[src/rtl/simd_sat_pkg.sv]
package simd_sat_pkg;
  localparam int unsigned WORD_W = 64;
  localparam int unsigned SEG_W  = 8;
  localparam int unsigned N_SEG  = WORD_W / SEG_W;
  localparam int unsigned IDX_W  = $clog2(N_SEG);

  typedef enum logic [1:0] {
    LANE_B8   = 2'd0,
    LANE_H16  = 2'd1,
    LANE_W32  = 2'd2,
    LANE_RSVD = 2'd3
  } lane_mode_e;
endpackage

[src/rtl/simd_lane_map.sv]
module simd_lane_map
  import simd_sat_pkg::*;
#(
  parameter int unsigned NSEG = N_SEG,
  localparam int unsigned IW  = $clog2(NSEG)
) (
  input  lane_mode_e       mode_i,
  output logic [NSEG-1:0]  head_o,
  output logic [NSEG-1:0]  tail_o,
  output logic [IW-1:0]    span_m1_o
);
  logic [IW-1:0] span;

  always_comb begin
    unique case (mode_i)
      LANE_H16: span = IW'(2);
      LANE_W32: span = IW'(4);
      default:  span = IW'(1);
    endcase
    span_m1_o = span - IW'(1);
    for (int k = 0; k < int'(NSEG); k++) begin
      head_o[k] = ((IW'(k) & span_m1_o) == '0);
      tail_o[k] = ((IW'(k) & span_m1_o) == span_m1_o);
    end
  end

  // lane starts follow lane ends, lane count matches the layout
  always_comb begin
    a_r1_head_after_tail: assert (head_o == {tail_o[NSEG-2:0], 1'b1});
    a_r1_lane_count: assert (($countones(head_o) * int'(span)) == int'(NSEG));
  end
endmodule

[src/rtl/simd_seg_adder.sv]
module simd_seg_adder #(
  parameter int unsigned SW = 8
) (
  input  logic [SW-1:0] a_i,
  input  logic [SW-1:0] b_i,
  input  logic          c_i,
  output logic [SW-1:0] s_o,
  output logic          c_o
);
  logic [SW:0] full;

  always_comb begin
    full = {1'b0, a_i} + {1'b0, b_i} + {{SW{1'b0}}, c_i};
    s_o  = full[SW-1:0];
    c_o  = full[SW];
  end
endmodule

[src/rtl/simd_seg_sat.sv]
module simd_seg_sat #(
  parameter int unsigned SW = 8
) (
  input  logic [SW-1:0] raw_i,
  input  logic          is_tail_i,
  input  logic          lane_ovf_i,
  input  logic          neg_i,
  input  logic          sat_i,
  output logic [SW-1:0] res_o
);
  always_comb begin
    if (sat_i && lane_ovf_i)
      res_o = is_tail_i ? {neg_i, {(SW-1){~neg_i}}} : {SW{~neg_i}};
    else
      res_o = raw_i;
  end

  // a clamped segment never keeps a wrapped value that differs from the clamp pattern
  always_comb begin
    if (sat_i && lane_ovf_i && is_tail_i)
      a_r6_tail_sign: assert (res_o[SW-1] == neg_i);
    if (!(sat_i && lane_ovf_i))
      a_r7_pass_through: assert (res_o == raw_i);
  end
endmodule

[src/rtl/simd_sat_addsub.sv]
module simd_sat_addsub
  import simd_sat_pkg::*;
#(
  parameter int unsigned DW = WORD_W,
  parameter int unsigned SW = SEG_W,
  localparam int unsigned NS = DW / SW,
  localparam int unsigned IW = $clog2(NS)
) (
  input  logic [DW-1:0] a_i,
  input  logic [DW-1:0] b_i,
  input  logic [1:0]    mode_i,
  input  logic          sub_i,
  input  logic          sat_i,
  output logic [DW-1:0] res_o,
  output logic [NS-1:0] ovf_o
);
  logic [NS-1:0] head, tail, ovf_tail;
  logic [IW-1:0] span_m1;
  logic [DW-1:0] b_eff, raw;

  assign b_eff = b_i ^ {DW{sub_i}};

  simd_lane_map #(.NSEG(NS)) u_map (
    .mode_i   (lane_mode_e'(mode_i)),
    .head_o   (head),
    .tail_o   (tail),
    .span_m1_o(span_m1)
  );

  for (genvar k = 0; k < int'(NS); k++) begin : g_seg
    logic          c_in, c_out;
    logic [SW-1:0] sum;
    logic          a_s, b_s;
    logic [IW-1:0] tidx;
    logic          neg;

    if (k == 0) begin : g_first
      assign c_in = sub_i;
    end else begin : g_chain
      // lane head restarts the chain with the negation's +1
      assign c_in = head[k] ? sub_i : g_seg[k-1].c_out;
    end

    simd_seg_adder #(.SW(SW)) u_add (
      .a_i(a_i[k*SW +: SW]),
      .b_i(b_eff[k*SW +: SW]),
      .c_i(c_in),
      .s_o(sum),
      .c_o(c_out)
    );

    assign a_s         = a_i[k*SW + SW - 1];
    assign b_s         = b_eff[k*SW + SW - 1];
    assign ovf_tail[k] = tail[k] & (a_s == b_s) & (sum[SW-1] != a_s);
    assign raw[k*SW +: SW] = sum;

    assign tidx     = IW'(k) | span_m1;
    assign ovf_o[k] = ovf_tail[tidx];
    assign neg      = a_i[int'(tidx)*SW + SW - 1];

    simd_seg_sat #(.SW(SW)) u_sat (
      .raw_i     (sum),
      .is_tail_i (tail[k]),
      .lane_ovf_i(ovf_o[k]),
      .neg_i     (neg),
      .sat_i     (sat_i),
      .res_o     (res_o[k*SW +: SW])
    );
  end

  always_comb begin
    // opposite-sign addition in the top lane never overflows
    if (!sub_i && (a_i[DW-1] != b_i[DW-1]))
      a_r4_no_overflow: assert (!ovf_o[NS-1]);
    // equal-sign subtraction in the top lane never overflows
    if (sub_i && (a_i[DW-1] == b_i[DW-1]))
      a_r5_no_overflow: assert (!ovf_o[NS-1]);
    // byte layout, plain add, wrap: each byte is the 8-bit sum
    if ((mode_i == 2'd0) && !sub_i && !sat_i)
      for (int j = 0; j < int'(NS); j++)
        a_r2_byte_wrap: assert (res_o[j*SW +: SW] == SW'(a_i[j*SW +: SW] + b_i[j*SW +: SW]));
    // flags equal within a halfword lane
    if (mode_i == 2'd1)
      for (int j = 0; j < int'(NS); j += 2)
        a_r8_flag_replicated: assert (ovf_o[j] == ovf_o[j+1]);
  end
endmodule

[config.mk]
export PLATFORM = sky130hd
export DESIGN_NAME = simd_sat_addsub
export DESIGN_NICKNAME = d
export VERILOG_FILES = /design/src/rtl/simd_sat_pkg.sv /design/src/rtl/simd_lane_map.sv /design/src/rtl/simd_seg_adder.sv /design/src/rtl/simd_seg_sat.sv /design/src/rtl/simd_sat_addsub.sv
export SDC_FILE = /design/constraint.sdc
export NUM_CORES = 1
export LEC_CHECK = 0
export BUFFER_PORTS_ARGS = -buffer_cell sky130_fd_sc_hd__buf_2
export CORE_MARGIN = 2
export CORE_UTILIZATION = 46
export DETAILED_ROUTE_END_ITERATION = 7
export PLACE_DENSITY = 0.85
export SLEW_MARGIN = 20
export SYNTH_ARGS = -nofsm -noshare
export SYNTH_HDL_FRONTEND = slang
export SYNTH_SLANG_ARGS = --single-unit
[constraint.sdc]
create_clock -name vclk -period 24
set_clock_uncertainty 0.05 [all_clocks]
set_input_delay 4.8 -clock vclk [all_inputs]
set_output_delay 4.8 -clock vclk [all_outputs]
set_load 0.01 [all_outputs]
==> results of run 1 <==
==> where the power goes <==
| part | switching (mW) | internal [mW] | total, mW |
|---|---|---|---|
| Clock | 0 | 0.00000000559 | 0.00000000559 |
| Combinational | 0.156 | 0.152 | 0.308 |
| Sequential | 0 | 0 | 0 |
| Total | 0.156 | 0.152 | 0.308 |
==> cells by family after synthesis <==
kind of cell / Yosys count / synth area share [%]
mux: 51 / 11.5
compound gates: 163 / 24.3
buf+inv: 77 / 7.66
xor+xnor: 104 / 19.6
fa+ha+maj: 73 / 22.0
simple gates: 131 / 15.0
==> worst max-delay path by stage <==
stage	startpoint	end	slack, ns	depth (start not counted)
after floorplan	sub_i	res_o[15]	0.01	74
after global placement	sub_i	res_o[12]	-0.28	75
after detailed placement	sub_i	res_o[9]	-0.80	75
after CTS	sub_i	res_o[12]	0.02	75
after global routing	sub_i	res_o[52]	-0.68	93
final	sub_i	res_o[52]	0.12	93
==> layout make-up <==
type / instances / area (sq um)
well taps: 133 / 166
diodes: 1 / 2.50
inverters: 50 / 188
repair buffers: 324 / 1990
multi-input cells: 522 / 4460
fillers: 774 / 3010
==> critical path, delay by kind of cell <==
family,cells,cell delay [ns]
compound gates,39,4.95
fa+ha+maj,13,4.95
buf+inv,32,3.20
simple gates,8,0.94
xor+xnor,1,0.18
==> metrics by stage <==
stage	TNS [ns]	utilization [%]	hold slack [ns]	setup WS (ns)	total power [mW]
4_1_cts	0	66.8	9.97	0.0175	0.281
5_1_grt	-23.69	69.3	10.00	-0.679	0.332
3_3_place_gp	-8.18	61.2	9.97	-0.280	0.249
2_1_floorplan	0	-	9.68	0.0114	0.168
6_report	0	69.3	9.96	0.117	0.308
3_5_place_dp	-40.56	61.2	9.96	-0.801	0.254
==> timing repair <==
| item | in CTS | in global routing |
|---|---|---|
| pin swaps | 7 | 27 |
| setup buffers | 70 | 11 |
| gates resized for setup | 17 | 67 |
| endpoints found under the setup margin | 71 | 72 |
==> placed cells by master, fill, tap and decap left out, types with 6 or more instances in the layout <==
master / Yosys / layout
nand2b_1: 14 / 13
nor3_1: 10 / 10
nor2b_1: 13 / 11
xor2_1: 72 / 71
nand2_1: 30 / 30
inv_1: 50 / 49
a21boi_1: 0 / 10
xnor2_1: 32 / 32
a21o_1: 15 / 15
ha_1: 58 / 58
o21ai_1: 1 / 22
a21oi_1: 19 / 19
buf_4: 8 / 111
buf_6: 0 / 7
o21ai_0: 51 / 27
o211ai_1: 6 / 6
buf_2: 0 / 203
o21a_1: 18 / 18
fa_2: 0 / 15
mux2i_1: 44 / 42
nor2_1: 30 / 30
==> metal layers <==
layer | track usage (%) | routed length (microns) | vias to the layer above
met2 | 50.5 | 8310 | 291
met3 | 5.05 | 1240 | 92
met1 | 31.3 | 6310 | 2635
met5 | 0 | 0 | -
li1 | - | - | 2709
met4 | 14.4 | 1040 | 0
==> impl_metrics.tcl, run 1 <==
set metrics [dict create \
    globalplace.congestion 0.899 \
    worst_pin_slew_ns 0.732 \
    nClkBuffers 0 \
    dr_total_vias 5727 \
    critPathMaxFanout 2 \
    yosysWarnings 0 \
    track_usage_pct 28.0 \
    die_h_microns 105 \
    drv_slew 0 \
    synthDistinctLibCells 61 \
    synth_area_per_cell_sq_um 7.78 \
    status "completed" \
    syn_area_sq_um 4660 \
    synth.most_common_cell "xor2_1" \
    cap_violations 0 \
    irDropWorstVdd_v 0.0000256 \
    dp_hpwl_microns 11700 \
    holdBufCountCts 0 \
    synth.largest_area_cell "ha_1" \
    grt_max_degree 30 \
    hold_viol 0 \
    fin_area_sq_um 6810 \
    hold-path-endpoint "res_o[63]" \
    synth_top_area_share_pct 15.6 \
    postSynthCellCount 599 \
    critPathKind "in2out" \
    slew-limit-headroom_pct 51.2 \
    synth_common_cells "72 x xor2_1, 58 x ha_1, 51 x o21ai_0" \
    rsz0062_at_grt "yes" \
    drt_iter0_drc 246 \
    setup_viol 0 \
    gr-total-overflow 0 \
    pin_count 204 \
    slowest_delay_ns 0.42 \
    grt_pass1_vias 5491 \
    whs_path_depth 3 \
    drive_gt1_share_pct 43.2 \
    synth-seq-area-share_pct 0 \
    grt_pass1_wl_microns 25700 \
    place_area_sq_um 6010 \
    regArea_sq_um 0 \
    fmax_mhz 41.9 \
    ant_nets 0 \
    min-delay-start "a_i[63]" \
    crit_path_start_kind "primary input" \
    arrival_ns 19.03 \
    start_util_pct 47.4 \
    synthTopCellsByArea "ha_1 16%, xor2_1 14%, mux2i_1 9.5%" \
    antenna_found_initial 1 \
    coreArea_sq_um 9820 \
    wl_microns 16900 \
    power_density_nw_per_um2 45.3 \
    placed_cells 948 \
    layoutNonFillerInstCount 1030 \
    final_nets 1103 \
    io_buffers 204 \
    crit_top_cell "buf_4" \
    synth_nets 804 \
    wire_per_inst_microns 16.4 \
    nFlopsAndLatches 0 \
    syn_to_final_growth_pct 46.1 \
    drc 0 \
    design.die.area_sq_um 10900 \
    period_minus_slack_ns 23.88 \
    cp.required_ns 19.15 \
    endpoint_kind "output port" \
    min-delay-path-class "in2out" \
    p_leak_nw 3.75 \
    firstDrtPassIters 5 \
    rows 36 \
    cp_slowest_cell "fa_2" \
    fp.dieW_microns 105 \
    period_share_pct 99.5 \
    via_per_inst 5.56 \
]
Note: power is estimated with default switching activity, not from simulation.
==> run 2: changes to the inputs <==
--- a/config.mk
+++ b/config.mk
@@ -5,9 +5,10 @@
 export SDC_FILE = /design/constraint.sdc
 export NUM_CORES = 1
 export LEC_CHECK = 0
+export ABC_AREA = 1
 export BUFFER_PORTS_ARGS = -buffer_cell sky130_fd_sc_hd__buf_2
 export CORE_MARGIN = 2
-export CORE_UTILIZATION = 46
+export CORE_UTILIZATION = 45
 export DETAILED_ROUTE_END_ITERATION = 7
 export PLACE_DENSITY = 0.85
 export SLEW_MARGIN = 20
==> run 2 against run 1 <==
Count of clock-buffer cells in the layout unchanged. Synthesized cell count up 20%. Hold slack better by 0.011 ns. Design area down 19%. Routed wire length down 25%. Non-clock buffer count down 116. First-iteration DRC count down 45%. Via count down 11%. Combinational power down 25%. Cell count about the same. Power down 25%. Highest routed layer is now met5.
==> impl_metrics.tcl, run 2 <==
set metrics [dict create \
    path_buf_inv 4 \
    globalplace.congestion 0.921 \
    grt_max_degree 31 \
    period_share_pct 94.6 \
    holdBufCountCts 0 \
    final_cell_mix "203 x buf_2, 199 x nand2_1, 95 x inv_1" \
    p_leak_nw 3.28 \
    drc 0 \
    syn_to_final_growth_pct 25.9 \
    final.setup.worst_slack_ns 1.29 \
    endpoint_kind "output port" \
    nFlopsAndLatches 0 \
    cap_violations 0 \
    postSynthCellCount 717 \
    place_area_sq_um 5430 \
    synth_common_cells "202 x nand2_1, 95 x inv_1, 73 x xor2_1" \
    holdWs_ns 9.97 \
    firstDrtPassIters 4 \
    crit_path_start_kind "primary input" \
    synthTopCellsByArea "nand2_1 17%, ha_1 17%, xor2_1 15%" \
    dp_worst_setup_slack_ns 0.408 \
    crit_top_cell "nand2_1" \
    gr-total-overflow 0 \
    rows 35 \
    irDropWorstVdd_v 0.0000247 \
    track_usage_pct 22.6 \
    period_minus_slack_ns 22.71 \
    die_h_microns 102 \
    start_util_pct 46.8 \
    yosysWarnings 0 \
    ant_nets 0 \
    via_per_inst 4.93 \
    grt_pass1_vias 4594 \
    status "completed" \
    dr_total_vias 5081 \
    synth-seq-area-share_pct 0 \
    crit_family "adder cells" \
    synthDistinctLibCells 35 \
    syn_area_sq_um 4360 \
    slew-limit-headroom_pct 63.9 \
    coreArea_sq_um 9330 \
    fp.dieW_microns 102 \
    hold_viol 0 \
    cp.required_ns 19.15 \
    drt_iter0_drc 135 \
    wire_per_inst_microns 12.2 \
    nClkBuffers 0 \
    cp_slowest_cell "buf_4" \
    final_nets 1109 \
    grt_pass1_wl_microns 19700 \
    dp_hpwl_microns 11000 \
    min-delay-path-class "in2out" \
    synth_top_area_share_pct 17.4 \
    synth.most_common_cell "nand2_1" \
    antenna_found_initial 1 \
    arrival_ns 17.86 \
    design.die.area_sq_um 10500 \
    drive_gt1_share_pct 27.6 \
    critPathMaxFanout 30 \
    critPathKind "in2out" \
    setup_viol 0 \
    final_common_cell "buf_2" \
    fin_area_sq_um 5490 \
    synth.largest_area_cell "nand2_1" \
    worst_pin_slew_ns 0.535 \
    wl_microns 12600 \
    pin_count 204 \
    drv_slew 0 \
    regArea_sq_um 0 \
    slowest_delay_ns 0.44 \
    synth_nets 922 \
    fmax_mhz 44.0 \
    synth_area_per_cell_sq_um 6.08 \
    antenna_cells 0 \
    power_density_nw_per_um2 42.2 \
    total_power_mw 0.232 \
    fill_cells 920 \
    io_buffers 204 \
]
[run 2: changes by cell type after synthesis, moves of 15 or more]
cell and delta:
a21o_1 -15, o21a_1 -17, nand3_1 +25, mux2i_1 -44, inv_1 +45, a21boi_0 -17, nand2_1 +172
[run 2: kinds of logic after synthesis]
family / synth area share, %
AO/OA/AOI/OAI: 13.4
XOR/XNOR: 21.5
AND/OR/NAND/NOR: 30.1
buffers and inverters: 11.6
adder cells (fa/ha/maj): 23.5
[run 2: final timing paths]
kind              startpoint  slack [ns]         to  cells after the start
setup / recovery       sub_i        1.29  res_o[18]                     86
hold / removal       a_i[55]        9.97  res_o[55]                      4
[run 2: power by group]
| part | leakage (nW) | internal (mW) | switching, mW |
|---|---|---|---|
| Sequential | 0 | 0 | 0 |
| Combinational | 3.28 | 0.0979 | 0.134 |
| Clock | 0 | 0 | 0 |
[run 2: area by class of cell]
cell class	count	area [sq um]	share of cell area [%]
Timing Repair Buffer	208	1050	19.2
Inverter	97	364	6.63
Tap cell	129	161	2.94
Multi-Input combinational cell	597	3910	71.2
[run 2: layer usage]
metal	vias to the layer above	routed length (microns)	GRT usage, %
met4	2	195	2.36
met2	181	6140	42.1
met3	20	795	1.92
li1	2643	-	-
met5	-	13	0
met1	2235	5480	29.2
[run 2: metrics by stage]
step | utilization (%) | cells | TNS (ns)
after CTS | 58.2 | 1030 | 0
after detailed placement | 58.2 | 1030 | 0
after global routing | 58.9 | 1031 | -0.0197
final | 58.9 | 1031 | 0
after floorplan | - | 717 | 0
after global placement | 58.2 | 1030 | 0
[run 2: timing repair]
item,in CTS,in global routing
setup buffers,0,1
resized for setup,0,23
setup endpoints to repair,0,72
==> run 3: changes to the inputs <==
--- a/config.mk
+++ b/config.mk
@@ -7,10 +7,11 @@
 export LEC_CHECK = 0
 export ABC_AREA = 1
 export BUFFER_PORTS_ARGS = -buffer_cell sky130_fd_sc_hd__buf_2
+export CAP_MARGIN = 20
 export CORE_MARGIN = 2
-export CORE_UTILIZATION = 45
+export CORE_UTILIZATION = 32
 export DETAILED_ROUTE_END_ITERATION = 7
-export PLACE_DENSITY = 0.85
+export PLACE_DENSITY = 0.65
 export SLEW_MARGIN = 20
 export SYNTH_ARGS = -nofsm -noshare
 export SYNTH_HDL_FRONTEND = slang
==> run 3 against run 2 <==
Core utilization decreased by 17 points. Routed wire length grew 8.1%. Largest power group unchanged. Setup slack gained 0.056 ns. Design area grew 1.5%. Non-clock buffer count increased by 2. Sequential cell count is the same. Power grew 0.92%. Largest cell class unchanged. Hold slack better by 0.0097 ns.
==> impl_metrics.tcl, run 3 (same netlist as run 2, synthesis figures left out) <==
set metrics [dict create \
    status "completed" \
    holdWs_ns 9.98 \
    slowest_delay_ns 0.43 \
    wl_microns 13700 \
    drive_gt1_share_pct 28.1 \
    critPathMaxFanout 12 \
    crit_path_start_kind "primary input" \
    rows 42 \
    fp.dieW_microns 121 \
    irDropWorstVdd_v 0.0000200 \
    slew-limit-headroom_pct 57.4 \
    period_minus_slack_ns 22.65 \
    endpoint_kind "output port" \
    period_share_pct 94.4 \
    regArea_sq_um 0 \
    design.die.area_sq_um 14600 \
    grt_max_degree 31 \
    track_usage_pct 17.7 \
    drv_slew 0 \
    whs_path_depth 4 \
    firstDrtPassIters 4 \
    coreArea_sq_um 13300 \
    setup_viol 0 \
    arrival_ns 17.80 \
    crit_family "adder cells" \
    hold_viol 0 \
    pin_count 204 \
    cp.required_ns 19.15 \
    worst_pin_slew_ns 0.632 \
    dp_hpwl_microns 11800 \
    nClkBuffers 0 \
    critPathKind "in2out" \
    start_util_pct 32.8 \
    io_buffers 204 \
    fill_cells 1469 \
    min-delay-path-class "in2out" \
    ant_nets 0 \
    fin_area_sq_um 5580 \
    nFlopsAndLatches 0 \
    cap_violations 0 \
    cp.depth 90 \
    holdBufCountCts 0 \
    drc 0 \
    final_common_cell "buf_2" \
    cp_slowest_cell "fa_1" \
    crit_top_cell "nand2_1" \
    grt_pass1_vias 4704 \
    drt_iter0_drc 176 \
    power_density_nw_per_um2 42.0 \
    path_buf_inv 4 \
    fmax_mhz 44.1 \
    grt_pass1_wl_microns 21600 \
    antenna_found_initial 0 \
    globalplace.congestion 0.927 \
    final_cell_mix "203 x buf_2, 198 x nand2_1, 95 x inv_1" \
    die_h_microns 121 \
    place_area_sq_um 5490 \
    antenna_cells 0 \
    p_leak_nw 3.29 \
    dr_total_vias 5013 \
    wire_per_inst_microns 12.6 \
    via_per_inst 4.64 \
    gr-total-overflow 0 \
    syn_to_final_growth_pct 27.8 \
    final_nets 1111 \
]
-- run 3: timing repair --
item                       in CTS  in global routing
buffers inserted                0                  2
gates resized for setup         0                 28
setup endpoints to repair       0                 72
-- run 3: final timing paths --
kind | from | endpoint | slack (ns)
worst max-delay path | sub_i | res_o[22] | 1.35
worst min-delay path | a_i[55] | res_o[55] | 9.98
-- run 3: power by group --
part           internal [mW]  leakage (nW)  switching, mW  total [mW]
registers                  0             0              0           0
logic                 0.0985          3.29          0.135       0.234
clock network              0             0              0           0
-- run 3: per-layer routing --
metal | GRT usage, % | wire, microns | vias to the layer above
met2 | 31.1 | 6410 | 164
li1 | - | - | 2641
met5 | 0 | 0 | -
met3 | 1.46 | 797 | 6
met4 | 0.581 | 68 | 0
met1 | 24.7 | 6380 | 2202
-- run 3: area by class of cell --
class                      instances  area [sq um]  share of cell area [%]
multi-input combinational        597          3920                    70.3
tap                              176           220                    3.95
inverter                          97           364                    6.53
timing repair buffer             210          1070                    19.2
-- run 3: stage by stage --
stage | setup slack, ns | setup TNS [ns] | std cells | util, % | total power, mW
6_report | 1.35 | 0 | 1080 | 41.9 | 0.234
2_1_floorplan | 1.57 | 0 | 717 | - | 0.155
4_1_cts | 0.263 | 0 | 1078 | 41.3 | 0.232
5_1_grt | -0.0115 | -0.0352 | 1080 | 41.9 | 0.263
3_3_place_gp | 0.671 | 0 | 1078 | 41.3 | 0.230
3_5_place_dp | 0.313 | 0 | 1078 | 41.3 | 0.231
